**config.mk**
```make
export PLATFORM = sky130hd
export DESIGN_NAME = cond_flag_unit
export DESIGN_NICKNAME = d
export VERILOG_FILES = /design/src/rtl/cond_flag_pkg.sv /design/src/rtl/cond_flag_ctrl.sv /design/src/rtl/cond_flag_dp.sv /design/src/rtl/cond_flag_unit.sv
export SDC_FILE = /design/constraint.sdc
export NUM_CORES = 1
export LEC_CHECK = 0
export CAP_MARGIN = 20
export CORE_AREA = 2 2 39 41
export CTS_CLUSTER_SIZE = 40
export DETAILED_ROUTE_END_ITERATION = 16
export DIE_AREA = 0 0 41 43
export DONT_BUFFER_PORTS = 1
export GPL_TIMING_DRIVEN = 0
export SKIP_CTS_REPAIR_TIMING = 1
export SLEW_MARGIN = 20
export SYNTH_ARGS = -nofsm -noshare
export SYNTH_HDL_FRONTEND = slang
export SYNTH_SLANG_ARGS = --single-unit
```
**constraint.sdc**
```tcl
create_clock -name clk -period 4.2 [get_ports clk]
set_input_delay 0.84 -clock clk [delete_from_list [all_inputs] [get_ports clk]]
set_output_delay 0.84 -clock clk [all_outputs]
set_load 0.03 [all_outputs]
```
**src/rtl/cond_flag_pkg.sv**
```systemverilog
package cond_flag_pkg;
  localparam int CODE_W = 4;
  localparam int FLAG_W = 4;

  typedef enum logic [CODE_W-1:0] {
    CC_EQ = 4'h0, CC_NE = 4'h1, CC_CS = 4'h2, CC_CC = 4'h3,
    CC_MI = 4'h4, CC_PL = 4'h5, CC_VS = 4'h6, CC_VC = 4'h7,
    CC_HI = 4'h8, CC_LS = 4'h9, CC_GE = 4'hA, CC_LT = 4'hB,
    CC_GT = 4'hC, CC_LE = 4'hD, CC_AL = 4'hE, CC_XX = 4'hF
  } condCode_e;

  typedef struct packed {
    logic n;
    logic z;
    logic c;
    logic v;
  } flags_t;

  typedef struct packed {
    logic   load;
    flags_t next;
  } flagCtl_t;
endpackage

```
**src/rtl/cond_flag_ctrl.sv**
```systemverilog
module cond_flag_ctrl
  import cond_flag_pkg::*;
(
  input  logic     updEn,
  input  logic     updN,
  input  logic     updZ,
  input  logic     updC,
  input  logic     updV,
  output flagCtl_t ctl
);
  always_comb begin
    ctl.load   = updEn;
    ctl.next.n = updN;
    ctl.next.z = updZ;
    ctl.next.c = updC;
    ctl.next.v = updV;
  end
endmodule

```
**src/rtl/cond_flag_dp.sv**
```systemverilog
module cond_flag_dp
  import cond_flag_pkg::*;
(
  input  logic              clk,
  input  logic              rst,
  input  flagCtl_t          ctl,
  input  logic [CODE_W-1:0] condName,
  output flags_t            flagsQ,
  output logic              condPass
);
  logic baseHit;
  logic signedEq;

  always_ff @(posedge clk) begin
    if (rst) flagsQ <= '0;
    else if (ctl.load) flagsQ <= ctl.next;
  end

  assign signedEq = (flagsQ.n == flagsQ.v);

  // Even codes name the base test; odd codes below 1110 invert it.
  always_comb begin
    unique case (condName[CODE_W-1:1])
      3'd0: baseHit = flagsQ.z;
      3'd1: baseHit = flagsQ.c;
      3'd2: baseHit = flagsQ.n;
      3'd3: baseHit = flagsQ.v;
      3'd4: baseHit = flagsQ.c & ~flagsQ.z;
      3'd5: baseHit = signedEq;
      3'd6: baseHit = ~flagsQ.z & signedEq;
      default: baseHit = 1'b1;
    endcase
    if (condName[CODE_W-1:1] == 3'd7) condPass = 1'b1;
    else condPass = baseHit ^ condName[0];
  end

  a_r3_hold_flags: assert property (@(posedge clk) disable iff (rst)
    !ctl.load |=> $stable(flagsQ));
  a_r2_load_flags: assert property (@(posedge clk) disable iff (rst)
    ctl.load |=> (flagsQ == $past(ctl.next)));
  a_r10_always_pass: assert property (@(posedge clk) disable iff (rst)
    (condName == CC_AL || condName == CC_XX) |-> condPass);
  a_r4_eq_pass: assert property (@(posedge clk) disable iff (rst)
    (condName == CC_EQ) |-> (condPass == flagsQ.z));
  a_r8_hi_pass: assert property (@(posedge clk) disable iff (rst)
    (condName == CC_HI) |-> (condPass == (flagsQ.c && !flagsQ.z)));
  a_r9_lt_pass: assert property (@(posedge clk) disable iff (rst)
    (condName == CC_LT) |-> (condPass == (flagsQ.n != flagsQ.v)));
  a_r1_reset_clear: assert property (@(posedge clk)
    rst |=> (flagsQ == '0));
endmodule

```
**src/rtl/cond_flag_unit.sv**
```systemverilog
module cond_flag_unit
  import cond_flag_pkg::*;
(
  input  logic       clk,
  input  logic       rst,
  input  logic [3:0] condName,
  input  logic       updEn,
  input  logic       updN,
  input  logic       updZ,
  input  logic       updC,
  input  logic       updV,
  output logic [3:0] flagsOut,
  output logic       condPass
);
  flagCtl_t ctl;
  flags_t   flagsQ;

  cond_flag_ctrl ctrl_i (
    .updEn(updEn), .updN(updN), .updZ(updZ), .updC(updC), .updV(updV),
    .ctl(ctl)
  );

  cond_flag_dp dp_i (
    .clk(clk), .rst(rst), .ctl(ctl), .condName(condName),
    .flagsQ(flagsQ), .condPass(condPass)
  );

  assign flagsOut = flagsQ;
endmodule

```
==> results.md <==
- The worst flop-to-flop path startpoint is dp_i.flagsQ[2].
- The flow ran to the end, and the final reports show no timing, DRC or antenna violations.
- The wire length the detailed router placed on met1 is 268 µm.
- The cell depth of the worst min-delay path is 1.
- The number of placed instances with taps included is 43.
- The tightest hold path in the finished design has a slack of 673 ps.
- Of the total synthesized cell area, the portion taken by full adders, half adders and majority gates is 0.
- The peak supply drop is 0.110 mV.
- The kind of capture point of the worst setup path is a primary output.
- The HPWL reported at the end of detailed placement is 481 µm.
- The simple-gate share of the synthesized area is 0.260.
- In this run the critical register-to-register path is captured at dp_i.flagsQ[2].
- The register containing the most flip-flops in the final layout is dp_i.flagsQ.
- 0 antenna diodes ended up in the layout.
- The cell sitting at the root of the clock tree is a sky130_fd_sc_hd__clkbuf_4.
- No sink is reached through more buffers than the 2 on the longest clock path.
- Across every metal layer, demand over resource in global routing totals 0.0835.
- TritonCTS built the clock tree.
- Setup repair after global routing left no endpoint under its margin.
- The number of antenna violations at the first check in global routing is 0.
- The total area inside the core boundary comes to 1380 µm².
- The synthesized design contains 0 enable-type register cells.
- The total number of H-tree levels is 1.
- The layout-stage area growth over the synthesis result is 16.3%.
- In the final layout, the share of cells above drive strength 1 is 0.233.
- For this design, the slowest cell found on the critical path is sky130_fd_sc_hd__mux4_2.
- The first global-routing pass estimated 897 µm of wire.
- The worst setup slack for register-to-register paths is 3330 ps.
- For hold timing, the worst endpoint is dp_i.flagsQ[0].
- Power spread over the standard cell area amounts to 376 nW/µm².
- In this design, the stage delay of the slowest critical-path cell is 480 ps.
- After the last flow step, the layout net total stands at 43.
- The final route contains 220 vias.
- The sequential share of the synthesized area is 0.308.
- Ranked by instance count, the synthesized netlist is headed by sky130_fd_sc_hd__nor2_1, sky130_fd_sc_hd__dfxtp_1, sky130_fd_sc_hd__mux2i_1.
- The final total negative setup slack is 0 ps.
- Summed over all instances, the cell type with the most area after synthesis is sky130_fd_sc_hd__dfxtp_1.
- The startpoint identified for the worst hold timing path is rst.
- Of the total synthesized cell area, the portion taken by XOR and XNOR cells is 0.0673.
- The floorplan has 14 rows.
- For the finished layout, the period the worst path requires is 2820 ps.
- The design draws 114 µW.
- The remaining max-slew budget at the tightest pin is 0.620.
- The critical path class is in -> out.
- The net count after synthesis is 38.
- The fraction of registers with async set/reset is 0.
- Once layout is complete, the utilization of the core stands at 0.219.
- The count of filler cells inserted in the layout is 161.
- The total die area is 1760 µm².
- The placer congestion estimate is 0.519.
- The top metal layer carrying routed signals is met3.
- The required time of the critical path is 3360 ps.
- The total grt overflow is 0.
- Setup slack on the critical path of the routed design comes to 1380 ps.
- In the post-synthesis netlist, the cell with the most instances is sky130_fd_sc_hd__nor2_1.
- The detailed-router iteration count before antenna repair is 1.
- Summed over all cells, the static leakage comes to 0.128 nW.
- Among all flip-flop cells after synthesis, the most frequent one is sky130_fd_sc_hd__dfxtp_1.
- After detailed routing, the number of vias per cell comes to 4.78.
- The share of the clock period used by the worst path is 0.672.
- From bottom edge to top edge, the die measures 43 µm.
- The number of hold violations in the final report came to 0.
- The number of nets still failing antenna checks after routing is 0.
- The number of placed I/O pins is 16.
- The count of unique library cells instantiated by Yosys is 17.
- The final layout contains routed wiring with a total length of 598 µm.
- The worst-case setup slack after placement is 1370 ps.
- The final-report max-slew violation count is 0.
- Across the routed clock network, the largest skew measured is 0 ps.
- The clock insertion delay at the later pin of the skew report is 230 ps.
- The path category of the worst min-delay check is in -> reg.
- Summing all non-filler instances in the final layout gives an area of 303 µm².
- The instance count of the mapped netlist is 27.
- The top cell type's share of synthesized area is 0.308.
- Port buffering added 0 buffers.
- The sum of buffers and inverters on the critical path is 0.
- The routed length per placed instance is 13.0 µm.
- Entering global routing, the biggest net connects 6 pins.
- Summing every instance area after synthesis gives 260 µm².
- The placed instances occupy a cell area of 280 µm².
- The finished layout holds 46 standard cells, fillers aside.
- The number of DRC markers after the initial detailed-route iteration is 0.
- The combinational family with the most area after synthesis is multiplexers.
- Data arrives at the worst endpoint at 1980 ps.
- Summed over all nets, wire length on met2 after detailed routing comes to 277 µm.
- In this run, CTS created clock tree buffers numbering 3.
- Ranked by total cell area, the synthesized netlist is headed by sky130_fd_sc_hd__dfxtp_1, sky130_fd_sc_hd__mux2i_1, sky130_fd_sc_hd__mux4_2.
- The critical path goes through mux4_2, xor2_1, nor2_2, nor3_2.
- The DRC violation count after routing is 0.
- The fmax is 354 MHz.
- Along the worst path, the maximum fanout reaches 4.
- Counting flops and latches in the post-synthesis netlist gives 4.
- The number of global-route vias before repair is 223.
- The clock-pin slew reported for the worst setup and hold paths after clock tree synthesis is 40 ps.
- The mux contribution to synthesized area is 0.284.
- The die is 41 µm wide.
- In the final layout, the registers with the most flip-flops are dp_i.flagsQ: 4 flops.
- The type of element launching the critical path is an input port.
- The compound-gate portion of the synthesized area is 0.0673.
- The total of warnings raised by yosys is 0.
- The flip-flop count of the largest register, all copies and words added is 4.
- The tree built by TritonCTS fans out to 4 sinks.
- The gate family responsible for the most delay along the worst path is simple AND/OR/NAND/NOR gates.
- The setup-violating endpoint count in the final report is 0.
- The met3 layer wire length in the routed design is 52 µm.
- For this configuration, the core starts out at a cell density of 0.188.
- The number of maximum-capacitance constraint violations is 0.
- The worst-margin pin slew is 568 ps.
- The number of cells on the worst reg-to-reg path is 2.
- The synthesized area divided by synthesized cell count is 9.64 µm².
[worst max path at each step]
stage | start | end | slack, ps | cells after the start
after floorplan | condName[2] | condPass | 1440 | 4
final | condName[2] | condPass | 1380 | 4
after global routing | condName[2] | condPass | 1330 | 4
after CTS | condName[2] | condPass | 1370 | 4
after global placement | condName[2] | condPass | 1380 | 4
after detailed placement | condName[2] | condPass | 1370 | 4
[cell usage in the layout (no fill, tap or decap)]
master / synthesis / routed
sky130_fd_sc_hd__nor2_1: 5 / 5
sky130_fd_sc_hd__mux2i_1: 4 / 4
sky130_fd_sc_hd__dfxtp_1: 4 / 4
sky130_fd_sc_hd__clkbuf_4: 0 / 3
sky130_fd_sc_hd__xnor2_1: 1 / 1
sky130_fd_sc_hd__mux2_2: 1 / 1
sky130_fd_sc_hd__nand2_1: 1 / 1
sky130_fd_sc_hd__nand3b_1: 1 / 1
sky130_fd_sc_hd__nor4b_1: 1 / 1
sky130_fd_sc_hd__a211oi_1: 1 / 1
sky130_fd_sc_hd__and2_1: 1 / 1
sky130_fd_sc_hd__and3_1: 1 / 1
sky130_fd_sc_hd__a41o_1: 1 / 1
sky130_fd_sc_hd__mux4_2: 1 / 1
sky130_fd_sc_hd__xor2_1: 1 / 1
sky130_fd_sc_hd__nor2_2: 1 / 1
sky130_fd_sc_hd__nor3_2: 1 / 1
sky130_fd_sc_hd__clkbuf_1: 1 / 1
[logic make-up (layout without fill, tap and decap cells)]
group | after synthesis | count (layout)
compound gates | 2 | 2
xor+xnor | 2 | 2
buf+inv | 1 | 4
flops | 4 | 4
mux | 6 | 6
simple gates | 12 | 12
[power breakdown]
part / internal, mW / switching [mW] / total [mW]
registers: 0.0405 / 0.00755 / 0.0481
clock network: 0.0320 / 0.0157 / 0.0477
logic: 0.00854 / 0.00941 / 0.0180
[metal layers]
| layer | track usage | vias up |
|---|---|---|
| met4 | 0.100 | 0 |
| met2 | 0.106 | 11 |
| li1 | - | 105 |
| met3 | 0.0366 | 0 |
| met5 | 0 | - |
| met1 | 0.0874 | 104 |
[final cells by class]
class / instances / area (µm²) / share of cell area
tap: 16 / 20.0 / 0.0661
multi-input combinational: 22 / 176 / 0.583
sequential: 4 / 80.1 / 0.264
clock buffer: 3 / 22.5 / 0.0744
buffer: 1 / 3.75 / 0.0124
Note: power is estimated with default switching activity, not from simulation.
